File: src/rtl/trap_entry.sv
module trap_entry #(
  parameter int XLEN = 32,
  parameter int CW   = 6
) (
  input  logic            clk,
  input  logic            rst_n,
  input  logic            trap_req,
  input  logic            trap_async,
  input  logic [CW-1:0]   trap_code,
  input  logic            xlat_fail,
  input  logic [1:0]      xlat_kind,
  input  logic            paging_on,
  input  logic [1:0]      cur_priv,
  input  logic [XLEN-1:0] cur_pc,
  input  logic [XLEN-1:0] fault_addr,
  input  logic            cur_mie,
  input  logic            cur_sie,
  input  logic [XLEN-1:0] edeleg,
  input  logic [XLEN-1:0] ideleg,
  input  logic [XLEN-1:0] svec,
  input  logic [XLEN-1:0] mvec,
  output logic [1:0]      priv_q,
  output logic [XLEN-1:0] pc_q,
  output logic [XLEN-1:0] mcause_q,
  output logic [XLEN-1:0] mepc_q,
  output logic [XLEN-1:0] mtval_q,
  output logic [XLEN-1:0] scause_q,
  output logic [XLEN-1:0] sepc_q,
  output logic [XLEN-1:0] stval_q,
  output logic            mpie_q,
  output logic [1:0]      mpp_q,
  output logic            spie_q,
  output logic            spp_q,
  output logic            ie_clr_m,
  output logic            ie_clr_s
);
  localparam int          IW      = $clog2(XLEN);
  localparam logic [15:0] ADDR_MASK = 16'hB0F3;
  localparam logic [CW-1:0] ECALL = CW'(8);

  logic [CW-1:0]   code;
  logic [XLEN-1:0] deleg, base, cause_w, tval_w, npc;
  logic            to_s, vect, has_addr;

  always_comb begin
    code = trap_code;
    if (!trap_async) begin
      if (xlat_fail) begin
        case (xlat_kind)
          2'd0:    code = paging_on ? CW'(12) : CW'(1);
          2'd1:    code = paging_on ? CW'(13) : CW'(5);
          default: code = paging_on ? CW'(15) : CW'(7);
        endcase
      end else if (trap_code == ECALL) begin
        code = ECALL + CW'(cur_priv);
      end
    end
  end

  assign deleg    = trap_async ? ideleg : edeleg;
  assign to_s     = (cur_priv <= 2'd1) && (code < CW'(XLEN)) && deleg[code[IW-1:0]];
  assign cause_w  = {trap_async, {(XLEN-1-CW){1'b0}}, code};
  assign has_addr = !trap_async && (code < CW'(16)) && ADDR_MASK[code[3:0]];
  assign tval_w   = has_addr ? fault_addr : '0;
  assign base     = to_s ? svec : mvec;
  assign vect     = trap_async && (base[1:0] == 2'b01);
  assign npc      = {base[XLEN-1:2], 2'b00} + (vect ? XLEN'({code, 2'b00}) : '0);

  always_ff @(posedge clk or negedge rst_n) begin
    if (!rst_n) begin
      priv_q   <= 2'd3;
      pc_q     <= '0;
      mcause_q <= '0;
      mepc_q   <= '0;
      mtval_q  <= '0;
      scause_q <= '0;
      sepc_q   <= '0;
      stval_q  <= '0;
      mpie_q   <= 1'b0;
      mpp_q    <= 2'd0;
      spie_q   <= 1'b0;
      spp_q    <= 1'b0;
      ie_clr_m <= 1'b0;
      ie_clr_s <= 1'b0;
    end else begin
      ie_clr_m <= trap_req && !to_s;
      ie_clr_s <= trap_req && to_s;
      if (trap_req) begin
        pc_q <= npc;
        if (to_s) begin
          priv_q   <= 2'd1;
          scause_q <= cause_w;
          sepc_q   <= cur_pc;
          stval_q  <= tval_w;
          spie_q   <= cur_sie;
          spp_q    <= cur_priv[0];
        end else begin
          priv_q   <= 2'd3;
          mcause_q <= cause_w;
          mepc_q   <= cur_pc;
          mtval_q  <= tval_w;
          mpie_q   <= cur_mie;
          mpp_q    <= cur_priv;
        end
      end
    end
  end

  p_target_r2: assert property (@(posedge clk) disable iff (!rst_n)
    trap_req |=> (priv_q == 2'd1 || priv_q == 2'd3));

  p_mach_only_r2: assert property (@(posedge clk) disable iff (!rst_n)
    (trap_req && cur_priv == 2'd3) |=> (priv_q == 2'd3 && ie_clr_m));

  p_pulse_r3: assert property (@(posedge clk) disable iff (!rst_n)
    $onehot0({ie_clr_m, ie_clr_s}));

  p_async_bit_r4: assert property (@(posedge clk) disable iff (!rst_n)
    trap_req |=> ((priv_q == 2'd3 ? mcause_q[XLEN-1] : scause_q[XLEN-1]) == $past(trap_async)));

  p_align_r5: assert property (@(posedge clk) disable iff (!rst_n)
    (trap_req && !trap_async) |=> (pc_q[1:0] == 2'b00));

  p_epc_r7: assert property (@(posedge clk) disable iff (!rst_n)
    trap_req |=> ((priv_q == 2'd3 ? mepc_q : sepc_q) == $past(cur_pc)));

  p_hold_r10: assert property (@(posedge clk) disable iff (!rst_n)
    !trap_req |=> ($stable(pc_q) && $stable(priv_q) && $stable(mcause_q) && $stable(scause_q)
                   && $stable(mtval_q) && $stable(stval_q) && !ie_clr_m && !ie_clr_s));
endmodule

File: config.mk
export PLATFORM = sky130hd
export DESIGN_NAME = trap_entry
export DESIGN_NICKNAME = d
export VERILOG_FILES = /design/src/rtl/trap_entry.sv
export SDC_FILE = /design/constraint.sdc
export NUM_CORES = 1
export LEC_CHECK = 0
export BUFFER_PORTS_ARGS = -buffer_cell sky130_fd_sc_hd__buf_2
export CORE_AREA = 3 3 173 175
export DETAILED_ROUTE_END_ITERATION = 10
export DIE_AREA = 0 0 176 178
export SYNTH_ARGS = -nofsm -noshare
export SYNTH_HDL_FRONTEND = slang
export SYNTH_SLANG_ARGS = --single-unit
export TNS_END_PERCENT = 20
File: constraint.sdc
create_clock -name clk -period 1.1 [get_ports clk]
set_clock_uncertainty 0.05 [all_clocks]
set_input_delay 0.22 -clock clk [delete_from_list [all_inputs] [get_ports clk]]
set_output_delay 0.22 -clock clk [all_outputs]
set_load 0.005 [all_outputs]
==> results.txt <==
syn avg cell area: 10.8 um2
Cell Pwr Density: 1410 nW/um2
Setup CP Type: input pin to flop
FMAX: 219 MHz
port bufs: 389
DRT Pass-1 Iters: 5
outcome: complete, but fails checks
CTS tree: done
vias in the first global route: 9089
final WL: 34100 um
remaining global-route overflow: 0
drt wl/cell: 18.2 um
crit start category: input pin
# clock sinks: 180
Final #Nets: 1695
GRT busiest layer: met2
post-route setup slack: -3.47 ns
asr flop ratio synth: 1.00
initial drt markers: 387
count of final hold-check violations: 0
Vias per Instance: 4.68
headroom to the max-slew limit: 0.616
Max-Cap Viols: 0
Worst Max-Slew Pin Slew: 0.576 ns
Die X: 176 um
met2 usage: 0.359
io pins: 443
largest net degree at the start of global routing: 36
Synth top area share: 0.468
GRT Total Usage: 0.212
share of layout cells above drive strength 1: 0.504
filler instances: 2587
Final setup viols: 360
RSZ-0062 raised after global routing: yes
Static Leakage: 7.41 nW
worst hold path class: input pin to flop
Arr. time, crit path: 4.84 ns
HPWL after detailed placement: 24600 um
post-synth cell types: 66
dpl cells: 1755
Reg2Reg Setup Slack: 0.24 ns
Final period util: 4.15
met3 Use GR: 0.0509
Worst Path Required: 1.37 ns
post-detailed-route count of antenna-violating nets: 0
CP Capture Type: flop
gpl congestion: 0.917
top_reg_cell synth: dfrtp_1
Max Buffers Root-to-Sink: 2
worst slack, placed: -4.17 ns
core area: 28600 um2
largest cells by area after synthesis: dfrtp_1, mux2_2, nand2_1, mux2i_1, buf_4
Multi-input gate area: 4900 um2
Num CTS Buffers: 17
Yosys top cell by area: dfrtp_1
area grow syn2layout: 56.9%
instance count of the mapped netlist: 884
met1 Use GR: 0.276
number of H-tree levels: 4
Seq. cell area: 4510 um2
critical path fanouts, max: 7
Non-Filler Instances: 1877
clk_lat worst skew: 0.41 ns
failing checks: setup timing
VDD IR max: 0.881 mV
sequential element share of the synthesized area: 0.471
initial antenna violation count: 3
register bit total from synthesis: 180
Final min period: 4.57 ns
Starting Density: 0.335
synthesized cell area: 9580 um2
Die H: 178 um
Worst Hold Slack: 0.00961 ns
Row Count: 62
via count: 8777
clk root buf: clkbuf_16
first-pass GRT wire length: 51700 um
die area: 31300 um2
Residual DRC: 0
count of final max-slew check failures: 0
Post-synth EDFFs: 0
synth warn: 0
Clock Pin Slew Worst Setup and Hold Paths: 0.08 ns
[synthesized netlist by cell type (7+ instances only)]
master / number
nand3_1: 26
o21ai_1: 9
xnor2_1: 15
mux2_4: 20
nand2_1: 131
buf_4: 55
mux2_1: 24
clkbuf_1: 23
buf_6: 12
o22ai_1: 7
nor2_1: 18
xor2_1: 34
mux2i_1: 42
nor3_1: 10
o21ai_0: 78
mux2_2: 63
and3_1: 7
buf_2: 10
dfrtp_1: 179
nand4_1: 9
inv_1: 17
[power by group]
group,internal (W),total (W),leakage (nW),switching (W)
sequential,0.00788,0.00854,2.25,0.000663
combinational,0.00352,0.00630,4.86,0.00278
clock,0.00317,0.00638,0.300,0.00321
[routing by layer]
layer | routed length, um | up-vias
met3 | 2250 | 39
met1 | 14600 | 4223
met5 | 20 | -
li1 | - | 4184
met2 | 16600 | 327
met4 | 603 | 4
[state kept, by name, summed over array words and instances (netlist names)]
signal / count
stval_q: 32
priv_q: 1
mpp_q: 2
sepc_q: 32
mcause_q: 7
scause_q: 7
ie_clr_m: 1
spie_q: 1
mtval_q: 32
spp_q: 1
mepc_q: 32
ie_clr_s: 1
mpie_q: 1
pc_q: 30
[kinds of logic after synthesis]
| logic type | after synthesis | share of synthesized area |
|---|---|---|
| adders and majority gates | 7 | 0.00993 |
| other | 2 | 0.000784 |
| and+or+nand+nor | 242 | 0.120 |
| muxes | 153 | 0.187 |
| AOI/OAI and AO/OA | 134 | 0.0886 |
| xor gates and xnor gates | 49 | 0.0448 |
| DFF | 180 | 0.471 |
| buffers and inverters | 117 | 0.0781 |
[area by class of cell]
| type | instances | area share |
|---|---|---|
| multi-input cells | 639 | 0.326 |
| flip-flops and latches | 180 | 0.300 |
| repair buffers | 623 | 0.296 |
| well taps | 384 | 0.0320 |
| clock buffers | 18 | 0.0292 |
| clock inverters | 14 | 0.0118 |
| inverters | 17 | 0.00442 |
| diodes | 2 | 0.000333 |
[path summary, 6_finish.rpt]
path                                               from                       to  cells past startpoint
worst max-delay path                       xlat_kind[1]     pc_q[12]$_DFFE_PN0P_                     24
worst min-delay path                      fault_addr[9]   mtval_q[9]$_DFFE_PN0P_                      3
worst max register to register   sepc_q[15]$_DFFE_PN0P_   sepc_q[15]$_DFFE_PN0P_                      1
worst min register to register  stval_q[31]$_DFFE_PN0P_  stval_q[31]$_DFFE_PN0P_                      2
max in group asynchronous                         rst_n    mepc_q[0]$_DFFE_PN0P_                      3
min in group asynchronous                         rst_n   stval_q[8]$_DFFE_PN0P_                      2
[worst max-delay path, cell delays in order]
cell	delay (ns)
buf_6	0.09
buf_6	0.10
or4b_4	0.53
o21ai_4	0.25
nor2_4	0.07
mux4_2	0.32
a2111oi_4	0.38
o31ai_4	0.10
buf_6	0.14
nor4b_4	0.28
a31oi_4	0.08
or3_4	0.40
fa_2	0.40
nor2b_1	0.11
o21ai_1	0.09
a21boi_1	0.17
o21ai_1	0.10
nand2b_1	0.13
buf_12	0.14
buf_8	0.14
nand2_1	0.07
xor2_1	0.16
mux2i_1	0.09
mux2_2	0.27
[per-stage QoR]
step / util / instance area, um2 / TNS (ns) / power (W)
final: 0.525 / 15000 / -399.41 / 0.0212
after global routing: 0.525 / 15000 / -433.94 / 0.0224
after CTS: 0.522 / 14900 / -583.45 / 0.0214
after detailed placement: 0.451 / 12900 / -462.68 / 0.0140
after global placement: 0.451 / 12900 / -469.49 / 0.0139
after floorplan: - / 9920 / -398.09 / 0.0111
[cells in the final DEF (no fill, tap or decap), types with 41 or more instances in the layout]
cell type	instances
conb_1	53
buf_4	132
nand2_1	129
dfrtp_1	179
buf_2	376
mux2_4	41
mux2_2	48
dlygate4sd3_1	52
o21ai_0	59
mux2i_1	42
[timing repair]
| item | 4_1_cts | 5_1_grt |
|---|---|---|
| gates resized for setup | 93 | 36 |
| setup endpoints to repair | 360 | 360 |
| hold buffers | 50 | 2 |
| gates cloned | 10 | 0 |
| endpoints found under the hold margin | 254 | 2 |
| pin swaps | 46 | 12 |
| setup buffers | 41 | 8 |
Note: power is estimated with default switching activity, not from simulation.
